==> src/rtl/dbg_pkg.sv <==
// Package: shared opcodes, status codes and state type of the PC-sync trace unit.
// Assumes 4-bit status and data buses.
package dbg_pkg;
    localparam logic [7:0] OP_SYNC_PC  = 8'h01;
    localparam logic [7:0] OP_RD_CSR2  = 8'h2E;
    localparam logic [7:0] OP_RD_CSR3  = 8'h2F;

    localparam logic [3:0] PST_CONT    = 4'h0;
    localparam logic [3:0] PST_BRANCH  = 4'h5;
    localparam logic [3:0] PST_MARK2   = 4'h9;
    localparam logic [3:0] PST_MARK3   = 4'hA;

    typedef enum logic [2:0] {
        SY_IDLE,
        SY_PEND,
        SY_BRANCH,
        SY_MARK,
        SY_STREAM
    } sync_state_t;
endpackage

==> src/rtl/dbg_cmd_decode.sv <==
// Module: dbg_cmd_decode
// Decodes host opcodes. Answers the two status reads with a registered byte
// one cycle after acceptance and flags a sync request in the same cycle.
// Assumes one opcode per valid cycle and no back-pressure toward the host.
module dbg_cmd_decode
    import dbg_pkg::*;
#(
    parameter int CMD_W = 8,
    parameter int RSP_W = 8
) (
    input  logic             clk,
    input  logic             rst_n,
    input  logic             cmd_valid,
    input  logic [CMD_W-1:0] cmd_byte,
    input  logic [RSP_W-1:0] csr2_top,
    input  logic [RSP_W-1:0] csr3_top,
    output logic             rsp_valid,
    output logic [RSP_W-1:0] rsp_byte,
    output logic             sync_start
);
    logic rd2, rd3;

    // Opcode match decode.
    always_comb begin
        rd2        = cmd_valid && (cmd_byte == OP_RD_CSR2);
        rd3        = cmd_valid && (cmd_byte == OP_RD_CSR3);
        sync_start = cmd_valid && (cmd_byte == OP_SYNC_PC);
    end

    // Register the read response; the byte is zero whenever not valid.
    always_ff @(posedge clk) begin
        if (!rst_n) begin
            rsp_valid <= 1'b0;
            rsp_byte  <= '0;
        end else begin
            rsp_valid <= rd2 || rd3;
            rsp_byte  <= rd2 ? csr2_top : (rd3 ? csr3_top : '0);
        end
    end

    AST_READ_ANSWERED: assert property (@(posedge clk) disable iff (!rst_n)
        (cmd_valid && (cmd_byte == OP_RD_CSR2 || cmd_byte == OP_RD_CSR3)) |=> rsp_valid);
    AST_RSP_NEEDS_CMD: assert property (@(posedge clk) disable iff (!rst_n)
        rsp_valid |-> $past(cmd_valid));
endmodule

==> src/rtl/dbg_addr_shift.sv <==
// Module: dbg_addr_shift
// Holds the captured PC and shifts it right one nibble per shift strobe.
// The lowest nibble is always presented. Assumes PC_W is a multiple of NIB_W.
module dbg_addr_shift #(
    parameter int PC_W  = 24,
    parameter int NIB_W = 4
) (
    input  logic             clk,
    input  logic             rst_n,
    input  logic             load,
    input  logic             shift,
    input  logic [PC_W-1:0]  din,
    output logic [NIB_W-1:0] nib
);
    logic [PC_W-1:0] sh_q;

    // Load on capture, then shift down a nibble per streamed cycle.
    always_ff @(posedge clk) begin
        if (!rst_n)     sh_q <= '0;
        else if (load)  sh_q <= din;
        else if (shift) sh_q <= sh_q >> NIB_W;
    end

    assign nib = sh_q[NIB_W-1:0];
endmodule

==> src/rtl/dbg_sync_fsm.sv <==
// Module: dbg_sync_fsm
// Sequences a PC synchronization: pending request, branch code, length
// marker, then a nibble stream of 2- or 3-byte length. Start requests are
// taken only while idle. Assumes the core strobes completion for one cycle.
module dbg_sync_fsm
    import dbg_pkg::*;
#(
    parameter int PC_W  = 24,
    parameter int NIB_W = 4
) (
    input  logic             clk,
    input  logic             rst_n,
    input  logic             sync_start,
    input  logic             insn_done,
    input  logic             long_sel,
    output logic             sync_req,
    output logic             load,
    output logic             shift,
    output logic             streaming,
    output logic [NIB_W-1:0] pst
);
    localparam int LONG_NIB  = PC_W / NIB_W;
    localparam int SHORT_NIB = 16 / NIB_W;
    localparam int CNT_W     = $clog2(LONG_NIB + 1);
    localparam logic [CNT_W-1:0] LAST_LONG  = CNT_W'(LONG_NIB - 1);
    localparam logic [CNT_W-1:0] LAST_SHORT = CNT_W'(SHORT_NIB - 1);

    sync_state_t     st_q;
    logic            long_q;
    logic [CNT_W-1:0] cnt_q;
    logic [CNT_W-1:0] last_idx;

    assign last_idx = long_q ? LAST_LONG : LAST_SHORT;

    // Sequence state, length flag and nibble counter.
    always_ff @(posedge clk) begin
        if (!rst_n) begin
            st_q   <= SY_IDLE;
            long_q <= 1'b0;
            cnt_q  <= '0;
        end else begin
            case (st_q)
                SY_IDLE:   if (sync_start) st_q <= SY_PEND;
                SY_PEND:   if (insn_done) begin
                               st_q   <= SY_BRANCH;
                               long_q <= long_sel;
                           end
                SY_BRANCH: st_q <= SY_MARK;
                SY_MARK:   begin
                               st_q  <= SY_STREAM;
                               cnt_q <= '0;
                           end
                SY_STREAM: if (cnt_q == last_idx) st_q <= SY_IDLE;
                           else                   cnt_q <= cnt_q + 1'b1;
                default:   st_q <= SY_IDLE;
            endcase
        end
    end

    // Output decode from state.
    always_comb begin
        sync_req  = (st_q == SY_PEND);
        load      = (st_q == SY_PEND) && insn_done;
        streaming = (st_q == SY_STREAM);
        shift     = streaming;
        case (st_q)
            SY_BRANCH: pst = PST_BRANCH;
            SY_MARK:   pst = long_q ? PST_MARK3 : PST_MARK2;
            default:   pst = PST_CONT;
        endcase
    end

    AST_REQ_HOLDS: assert property (@(posedge clk) disable iff (!rst_n)
        (sync_req && !insn_done) |=> sync_req);
    AST_BRANCH_ON_DONE: assert property (@(posedge clk) disable iff (!rst_n)
        (sync_req && insn_done) |=> (pst == PST_BRANCH));
    AST_MARK_AFTER_BRANCH: assert property (@(posedge clk) disable iff (!rst_n)
        (pst == PST_BRANCH) |=> (pst == PST_MARK2 || pst == PST_MARK3));
endmodule

==> src/rtl/dbg_pcsync_trace.sv <==
// Module: dbg_pcsync_trace (top)
// Debug command handler for two status reads and a non-intrusive PC
// synchronization. The synchronization is traced on a 4-bit status bus and a
// 4-bit data bus. Assumes the core stub holds core_next_pc valid while it
// strobes core_insn_done.
module dbg_pcsync_trace
    import dbg_pkg::*;
#(
    parameter int PC_W    = 24,
    parameter int NIB_W   = 4,
    parameter int CSR_W   = 32,
    parameter int LEN_BIT = 9
) (
    input  logic             clk,
    input  logic             rst_n,
    input  logic             cmd_valid,
    input  logic [7:0]       cmd_byte,
    input  logic [CSR_W-1:0] csr_main,
    input  logic [CSR_W-1:0] csr2,
    input  logic [CSR_W-1:0] csr3,
    output logic             rsp_valid,
    output logic [7:0]       rsp_byte,
    output logic             core_sync_req,
    input  logic             core_insn_done,
    input  logic [PC_W-1:0]  core_next_pc,
    output logic [NIB_W-1:0] pst,
    output logic [NIB_W-1:0] ddata
);
    localparam int TOP_LO = CSR_W - 8;

    logic             sync_start, load, shift, streaming;
    logic [NIB_W-1:0] nib;

    dbg_cmd_decode #(.CMD_W(8), .RSP_W(8)) u_dec (
        .clk        (clk),
        .rst_n      (rst_n),
        .cmd_valid  (cmd_valid),
        .cmd_byte   (cmd_byte),
        .csr2_top   (csr2[CSR_W-1:TOP_LO]),
        .csr3_top   (csr3[CSR_W-1:TOP_LO]),
        .rsp_valid  (rsp_valid),
        .rsp_byte   (rsp_byte),
        .sync_start (sync_start)
    );

    dbg_sync_fsm #(.PC_W(PC_W), .NIB_W(NIB_W)) u_fsm (
        .clk        (clk),
        .rst_n      (rst_n),
        .sync_start (sync_start),
        .insn_done  (core_insn_done),
        .long_sel   (csr_main[LEN_BIT]),
        .sync_req   (core_sync_req),
        .load       (load),
        .shift      (shift),
        .streaming  (streaming),
        .pst        (pst)
    );

    dbg_addr_shift #(.PC_W(PC_W), .NIB_W(NIB_W)) u_shift (
        .clk   (clk),
        .rst_n (rst_n),
        .load  (load),
        .shift (shift),
        .din   (core_next_pc),
        .nib   (nib)
    );

    // Data bus carries a nibble only while streaming.
    assign ddata = streaming ? nib : '0;

    AST_DDATA_QUIET_ON_CODE: assert property (@(posedge clk) disable iff (!rst_n)
        (pst != PST_CONT) |-> (ddata == '0));
endmodule

==> config.mk <==
export PLATFORM = sky130hd
export DESIGN_NAME = dbg_pcsync_trace
export DESIGN_NICKNAME = d
export VERILOG_FILES = /design/src/rtl/dbg_pkg.sv /design/src/rtl/dbg_cmd_decode.sv /design/src/rtl/dbg_addr_shift.sv /design/src/rtl/dbg_sync_fsm.sv /design/src/rtl/dbg_pcsync_trace.sv
export SDC_FILE = /design/constraint.sdc
export NUM_CORES = 1
export LEC_CHECK = 0
export ABC_AREA = 1
export BUFFER_PORTS_ARGS = -buffer_cell sky130_fd_sc_hd__buf_2
export CELL_PAD_IN_SITES_DETAIL_PLACEMENT = 2
export CELL_PAD_IN_SITES_GLOBAL_PLACEMENT = 2
export CORE_ASPECT_RATIO = 1.75
export CORE_MARGIN = 2
export CORE_UTILIZATION = 18
export CTS_CLUSTER_DIAMETER = 60
export DETAILED_ROUTE_END_ITERATION = 8
export GPL_TIMING_DRIVEN = 1
export PLACE_DENSITY_LB_ADDON = 0.1
export REMOVE_ABC_BUFFERS = 1
export SETUP_SLACK_MARGIN = 0.3
export SYNTH_ARGS = -nofsm -noshare
export SYNTH_HDL_FRONTEND = slang
export SYNTH_SLANG_ARGS = --single-unit
==> constraint.sdc <==
create_clock -name clk -period 1.49 [get_ports clk]
set_input_delay 0.149 -clock clk [delete_from_list [all_inputs] [get_ports clk]]
set_output_delay 0.149 -clock clk [all_outputs]
set_load 0.02 [all_outputs]
* Word level (Yosys, flattened, before mapping)
Index checks and enable logic that the tools add are counted. W data, S select, Z words.
Word-level totals: flip-flop bits (word level) 40, input bits 132, output and inout bits 18
Operators by class: add/subtract/negate cells 1, equality and inequality tests 12, multiplexer cells 14, reductions and logical operators 11
Operators with widths (count):
- $mux W24 | 2
- $eq A8 B6 Y1 const B | 2
- $mux W8 | 2
- $mux W3 | 5
- $pmux W3 S5 | 1
- $eq A8 B1 Y1 const B | 1
- $pmux W4 S2 | 1
- $eq A3 B2 Y1 const B | 2
- $pmux W3 S2 | 1
- $logic_and A1 B1 Y1 | 4
- $mux W4 | 1
- $ne A2 B1 Y1 const B | 2
- $ne A2 B2 Y1 const B | 2
- $reduce_and A2 Y1 | 2
- $reduce_bool A2 Y1 | 2
- $add A3 B1 Y3 const B | 1
- $eq A3 B1 Y1 const B | 1
- $eq A3 B3 Y1 | 1
- $eq A3 B3 Y1 const B | 1
- $logic_not A3 Y1 | 1
- $reduce_and A3 Y1 | 1
- $mux W2 | 1
- $logic_or A1 B1 Y1 | 1

* Longest topological paths before layout
Gate-level depths: netlist (run 1).
depth after elaboration 4, mapped depth 9

* By module
A second synthesis (run 1) with hierarchy kept.
Unflattened totals: cell total of the unflattened synthesis 319, area, all modules 2183.3 um^2
By module, submodules not included:
- dbg_addr_shift | times used 1, cells an instance 190, area an instance 1239.9 um^2
- dbg_cmd_decode | times used 1, cells an instance 54, area an instance 475.5 um^2
- dbg_sync_fsm | times used 1, cells an instance 67, area an instance 437.9 um^2
- dbg_pcsync_trace | times used 1, cells an instance 8, area an instance 30.0 um^2

* Worst setup path after synthesis (run 1)
OpenSTA, ideal clock, no wires.
kind register -> output, start point register u_fsm.st_q[0], end point output port pst[0], data arrival time 1135 ps, data required time 1341 ps, setup slack 206 ps, cell stages (with the launch flop) 5, cell sequence dfxtp_1 > inv_2 > nor2_4 > nand2_1 > o21ai_0
On the way: longest elaborated chain between the ends 2
RTL lines:
- from (decl) | RTL line dbg_sync_fsm.sv:28 | sync_state_t st_q;
- from (signal assigned) | RTL line dbg_sync_fsm.sv:38 | st_q <= SY_IDLE;
- from (signal assigned) | RTL line dbg_sync_fsm.sv:43 | SY_IDLE: if (sync_start) st_q <= SY_PEND;
- from (signal assigned) | RTL line dbg_sync_fsm.sv:45 | st_q <= SY_BRANCH;
- $eq A3 B2 Y1 | RTL line dbg_sync_fsm.sv:66 | case (st_q)
- $pmux W4 S2 * | RTL line dbg_sync_fsm.sv:66
- to (decl) | RTL line dbg_pcsync_trace.sv:26 | output logic [NIB_W-1:0] pst,
Mark *: on every way between the ends. The rest lies on a longest branch, timed or not.

* Worst setup path in the final report (run 1)
start point register u_fsm.st_q[0], end point register u_shift.sh_q[23]
On the way: longest elaborated chain between the ends 3
RTL lines:
- $eq A3 B1 Y1 | RTL line dbg_sync_fsm.sv:63 | load = (st_q == SY_PEND) && insn_done;
- $logic_and A1 B1 Y1 | RTL line dbg_sync_fsm.sv:63
- $mux W24 / $reduce_bool A2 Y1 (equally long branches)
- to (signal assigned) | RTL line dbg_addr_shift.sv:20 | else if (load) sh_q <= din;
- to (signal assigned) | RTL line dbg_addr_shift.sv:21 | else if (shift) sh_q <= sh_q >> NIB_W;
- to (decl) | RTL line dbg_addr_shift.sv:15 | logic [PC_W-1:0] sh_q;
Parallel ways exist; a longest one is shown, timed or not. A chain may end at the register's enable or synchronous reset.

==> results of run 1 <==
[cell usage after synthesis (all sizes together)]
cell	number
a31oi	7
nand3	8
and3	1
ha	1
nand4	16
xnor2	1
a21oi	28
or2	1
o21ai	10
inv	22
dfxtp	40
nand2	56
buf	10
a22oi	13
clkbuf	2
nor3	3
nor2	16
[final timing paths]
path,startpoint,endpoint,slack [ns],cells past startpoint
max,u_fsm.st_q[0],u_shift.sh_q[23],0.15,9
min,core_next_pc[21],u_shift.sh_q[21],0.12,3
min reg2reg,u_shift.sh_q[22],u_shift.sh_q[22],0.46,2
max reg2reg,u_fsm.st_q[0],u_shift.sh_q[23],0.15,9
[routing by layer]
layer	vias up	global-route usage [%]
met2	42	23.4
met3	7	2.90
met1	933	14.8
li1	975	-
met4	0	4.80
met5	-	0
[power by group through the flow]
stage	Clock [W]	Sequential (W)	Combinational (W)
after floorplan	0	0.00109	0.0000334
after global placement	0	0.00109	0.000141
after detailed placement	0	0.00109	0.000141
after CTS	0.00109	0.00107	0.000143
after global routing	0.00112	0.00107	0.000164
final	0.00103	0.00107	0.000146
[state kept, by name, summed over array words and instances (netlist names)]
register	count
u_dec.rsp_valid	1
u_dec.rsp_byte	8
u_fsm.long_q	1
u_fsm.st_q	3
u_shift.sh_q	24
u_fsm.cnt_q	3
[cells in the final DEF (no fill, tap or decap), types with 2 or more instances in the layout]
master	n
buf_4	11
a31oi_1	7
nand3_4	2
nand3_1	5
buf_2	63
inv_4	2
inv_2	2
nand2_1	42
o21ai_2	4
nand2_2	5
dfxtp_1	36
buf_6	7
dfxtp_2	2
clkbuf_16	5
nand2_8	2
nand4_1	16
nor2_1	7
nor2_2	2
a22oi_2	9
a21oi_2	7
a21oi_1	21
a22oi_1	4
dfxtp_4	2
nor3_1	2
inv_1	16
buf_12	8
nor2_4	7
nand2_4	7
o21ai_1	5
[layout make-up]
| class | instances | share of cell area (%) |
|---|---|---|
| clock inverter | 1 | 0.168 |
| sequential | 40 | 27.3 |
| timing repair inverter | 1 | 0.295 |
| timing repair buffer | 90 | 21.9 |
| tap | 125 | 5.26 |
| inverter | 22 | 3.92 |
| clock buffer | 6 | 4.34 |
| multi-input combinational | 162 | 36.8 |
[metrics by stage]
step                hold slack, ns  area, um2  util, %
global route                 0.126       2970     30.2
floorplan                    0.247       1740        -
finish                       0.124       2970     30.2
detailed placement           0.416       2310     23.4
CTS                          0.109       2710     27.5
global placement             0.413       2310     23.4
[worst min-delay path, cell delays in order]
cell and delay (ns):
buf_2 0.09, nand2_1 0.07, a21oi_2 0.05
[kinds of logic (layout without fill, tap and decap cells)]
kind of cell	Yosys count	count (layout)	share of synthesized area, %
AOI/OAI and AO/OA	58	58	18.2
xor gates and xnor gates	1	1	0.481
adders and majority gates	1	1	0.687
buffers and inverters	34	120	9.14
DFF	40	40	44.0
and+or+nand+nor	101	102	27.5
[what timing repair did]
| item | 4_1_cts | 5_1_grt |
|---|---|---|
| pin swaps | 7 | 13 |
| setup buffers | 8 | 6 |
| gates cloned | 2 | 0 |
| setup endpoints to repair | 40 | 39 |
| gates resized for setup | 52 | 54 |
==> out/qor.yml, run 1 <==
status:
  outcome: "completed"
die:
  core_mm2: 0.00985
  core.rowCount: 48
  die_width_um: 80.0
  dieArea_mm2: 0.0110
  die_h_um: 137
  ios: 150
  initial_core_util_pct: 18.5
synth:
  synth_top_area_cell: "dfxtp_1"
  syn_inst: 235
  syn_avg_cell_area_um2: 7.75
  yosys_warnings: 0
  yosysSeqAreaShare_pct: 44.0
  synth_seq_cells: 40
  yosys.cell_types.count: 28
  syn_area_mm2: 0.00182
  synth_area_leaders: "dfxtp_1 44%, nand2_1 11%, a21oi_1 7.7%, nand4_1 5.5%, a22oi_1 5.4%"
  synth_top_area_share_pct: 44.0
timing:
  fin_skew_ns: 0.00380
  slew_violations: 0
  hold_violations: 0
  setup_violations: 0
  fin_crit_sh_pct: 89.8
  worstMarginPinSlew_ns: 0.390
  tns_ns: 0
  worst_slack_ns: 0.153
  relSlewSlack_pct: 73.9
  layout_min_cycle_time_ns: 1.34
  rsz0062_at_grt: "true"
  max_freq_mhz: 748
worst_setup_path:
  cp_top_family: "buffers and inverters"
  worstPathMaxFanout: 8
  end_kind: "flop"
  critical_path_buf_inv_count: 4
  cpMaxStageDelayCell: "dfxtp_4"
  worstPathCellList: "inv_4 -> nor2_4 -> buf_6 -> nand3_4 -> clkinv_8 -> nor2_4 -> buf_12 -> nand2_2 -> a21oi_2"
  worstSetupPathType: "flop to flop"
  worstPathRequired_ns: 1.71
  cp_common_cell: "nor2_4"
  slowest_delay_ns: 0.35
  arrival_ns: 1.56
  startpoint_type: "flop"
final_layout:
  multi_input_comb_area_mm2: 0.00109
  drive_gt1_share_pct: 48.4
  seq_area_um2: 811
  final_cells: 447
  final_nets: 455
  synthToLayoutAreaGrowth_pct: 63.2
  num_antenna_cells: 0
  fill_cells: 1168
place:
  pre_cts_ws_ns: 0.142
  gp_congestion: 0.676
  dp.cells: 424
  port_buffers: 70
  dp_hpwl_um: 4620
pwr:
  leakagePower_nw: 1.18
  net-switching-power_w: 0.000499
  power.total_w: 0.00224
  p_int_w: 0.00174
  peakVddDrop_uv: 419
  p_comb_share_pct: 6.5
  pwr_density_cell_mw_per_mm2: 754
  netSwitchingFraction_pct: 22.3
  seq_power_share_pct: 47.7
  clockPowerShare_pct: 45.8
clock_tree:
  insertion_delay_ns: 0.28
  cts.sinks: 40
  cts_root_buf: "clkbuf_16"
  clk_pin_slew_ns: 0.06
  cts_max_level: 2
  clockBufferDepth: 2
  cts_buffers: 5
  cts_tree: "done"
  holdBufCountCts: 0
min_path:
  hp-class: "input port to flop"
detailed_routing:
  wl_per_cell_um: 15.3
  wl_met3_um: 254
  drt_iter0_markers: 56
  routed.top_layer: "met4"
  antenna_left: 0
  dr_wl_met2_um: 3690
  drt-met1-wl_um: 2800
  drc: 0
  first_pass_iters: 4
  routed-via-count: 1957
  drt-total-wl_um: 6860
  vias_per_cell: 4.38
grt:
  first_global_vias: 2081
  gr-usage-all-layers_pct: 13.0
  grt_pass1_wl_um: 10600
  overflow: 0
  grt_antenna_before_repair: 0
  grt_max_degree: 29
flow_run:
  cap_violations: 0
No activity file was read; power rests on OpenSTA's default activity.
==> run 2, diff against run 1 <==
--- a/config.mk
+++ b/config.mk
@@ -16,6 +16,7 @@
 export DETAILED_ROUTE_END_ITERATION = 8
 export GPL_TIMING_DRIVEN = 1
 export PLACE_DENSITY_LB_ADDON = 0.1
+export RECOVER_POWER = 50
 export REMOVE_ABC_BUFFERS = 1
 export SETUP_SLACK_MARGIN = 0.3
 export SYNTH_ARGS = -nofsm -noshare
==> run 2 against run 1 <==
Against the previous run:
- maximum frequency about the same
- critical path depth did not move
- cell count unchanged
- worst setup slack about the same
- flip-flop and latch count did not move
- die area is the same
- critical path type unchanged
- critical endpoint unchanged
- highest routed layer unchanged
==> out/qor.yml, run 2 (synthesized netlist as in run 1, its figures left out) <==
timing:
  slew_violations: 0  # unchanged
  setup_violations: 0  # unchanged
  max_freq_mhz: 748  # about the same
  tns_ns: 0  # unchanged
  fin_skew_ns: 0.00361  # -0.000185 ns
  relSlewSlack_pct: 54.2  # -20 points
  hold_violations: 0  # unchanged
  layout_min_cycle_time_ns: 1.34  # -0.0000130 ns
  fin_crit_sh_pct: 89.8  # about the same
  rsz0062_at_grt: "true"
  worstMarginPinSlew_ns: 0.687  # +0.297 ns
  holdWs_ns: 0.123  # -0.000848 ns
final_layout:
  synthToLayoutAreaGrowth_pct: 62.3
  fin_util_pct: 30.0  # -0.17 points
  drive_gt1_share_pct: 45.7  # -2.8 points
  num_antenna_cells: 0  # unchanged
  regMostFlops: "u_shift.sh_q"
  fill_cells: 1174  # +0.51%
  final_nets: 455  # unchanged
  layout_commonest_cell: "buf_2"
  largest_register_ffs: 24  # unchanged
  multi_input_comb_area_mm2: 0.00109  # -0.46%
  final_cells: 447  # unchanged
  final_area_mm2: 0.00296  # -0.55%
  largestRegisters: "u_shift.sh_q (24), u_dec.rsp_byte (8)"
  layout_common_cells: "54 x buf_2, 42 x nand2_1, 36 x dfxtp_1"
  seq_area_um2: 811  # unchanged
worst_setup_path:
  arrival_ns: 1.56  # about the same
  reg2regPathDepth: 9  # unchanged
  r2r-end: "u_shift.sh_q[23]"
  critical_path.endpoint: "u_shift.sh_q[23]"
  worstSetupPathType: "flop to flop"
  worstPathMaxFanout: 8  # unchanged
  r2r_setup_slack_ns: 0.15  # about the same
  crit_start: "u_fsm.st_q[0]"
  startpoint_type: "flop"
  worstPathRequired_ns: 1.71  # about the same
  r2r-start: "u_fsm.st_q[0]"
  end_kind: "flop"
min_path:
  whs_path_depth: 3  # unchanged
  hp-class: "input port to flop"
grt:
  grt_antenna_before_repair: 0  # unchanged
  grt_max_degree: 29  # unchanged
  first_global_vias: 2081  # unchanged
  grt_pass1_wl_um: 10600  # unchanged
  gr-usage-all-layers_pct: 13.0  # unchanged
  overflow: 0  # unchanged
die:
  core.rowCount: 48  # unchanged
  initial_core_util_pct: 18.5  # unchanged
  dieArea_mm2: 0.0110  # unchanged
  ios: 150  # unchanged
  core_mm2: 0.00985  # unchanged
  die_width_um: 80.0  # unchanged
  die_h_um: 137  # unchanged
clock_tree:
  cts_tree: "done"
  insertion_delay_ns: 0.28  # about the same
  holdBufCountCts: 0  # unchanged
  clockBufferDepth: 2  # unchanged
  clk_pin_slew_ns: 0.06  # about the same
  cts_root_buf: "clkbuf_16"
  cts_buffers: 5  # unchanged
  cts.sinks: 40  # unchanged
  cts_max_level: 2  # unchanged
pwr:
  peakVddDrop_uv: 419  # about the same
  pwr_density_cell_mw_per_mm2: 758  # +0.57%
  leakagePower_nw: 1.14  # -3.4%
flow_run:
  cap_violations: 0  # unchanged
detailed_routing:
  routed.top_layer: "met4"
  first_pass_iters: 4  # unchanged
  drt-met1-wl_um: 2770  # -1.1%
  wl_per_cell_um: 15.3  # -0.15%
  routed-via-count: 1956  # -0.051%
  wl_met3_um: 251  # -1.2%
  antenna_left: 0  # unchanged
  dr_wl_met2_um: 3720  # +0.73%
  drt_iter0_markers: 55  # -1.8%
  drc: 0  # unchanged
  vias_per_cell: 4.38  # about the same
  drt-total-wl_um: 6850  # -0.15%
place:
  gp_congestion: 0.676  # unchanged
  dpl_cell_area_mm2: 0.00231  # unchanged
  dp_hpwl_um: 4620  # unchanged
  dp.cells: 424  # unchanged
  port_buffers: 70  # unchanged
status:
  outcome: "completed"
run 2: where the power goes:
| group | internal [W] | switching (W) |
|---|---|---|
| Clock | 0.000609 | 0.000420 |
| Sequential | 0.00107 | 0.000000665 |
| Combinational | 0.0000645 | 0.0000794 |
run 2: layout make-up:
class	count	share of cell area [%]
Timing Repair inverter	1	0.296
Clock buffer	6	4.36
Sequential cell	40	27.4
Timing Repair Buffer	90	21.7
Clock inverter	1	0.169
Multi-Input combinational cell	162	36.8
Tap cell	125	5.29
Inverter	22	3.94
run 2: critical path, cell delays in order (launching register included):
cell	delay [ns]
dfxtp_4	0.35
inv_4	0.07
nor2_4	0.05
buf_6	0.12
nand3_4	0.10
clkinv_8	0.10
nor2_4	0.14
buf_12	0.16
nand2_2	0.06
a21oi_2	0.12
run 2: how the worst min path moves through the flow:
stage                           startpoint               end
final                     core_next_pc[21]  u_shift.sh_q[21]
after CTS                 core_next_pc[20]  u_shift.sh_q[20]
after global routing      core_next_pc[22]  u_shift.sh_q[22]
after detailed placement  core_next_pc[20]  u_shift.sh_q[20]
after floorplan                      rst_n     u_fsm.st_q[2]
after global placement    core_next_pc[23]  u_shift.sh_q[23]
run 2: what timing repair did:
item | CTS | global route
cloned | 2 | 0
setup endpoints to repair | 40 | 39
buffers inserted | 8 | 6
pin swaps | 7 | 13
resized for setup | 52 | 54
run 2: layer usage:
layer  vias to the layer above  global-route usage, %
met1                       935                   14.8
met3                         5                   2.90
met2                        40                   23.4
met5                         -                      0
li1                        976                      -
met4                         0                   4.80
run 2: metrics by stage:
stage | total power [W] | setup slack (ns)
5_1_grt | 0.00235 | 0.0973
2_1_floorplan | 0.00113 | 0.141
4_1_cts | 0.00230 | 0.149
3_3_place_gp | 0.00124 | 0.176
3_5_place_dp | 0.00124 | 0.142
6_report | 0.00224 | 0.153
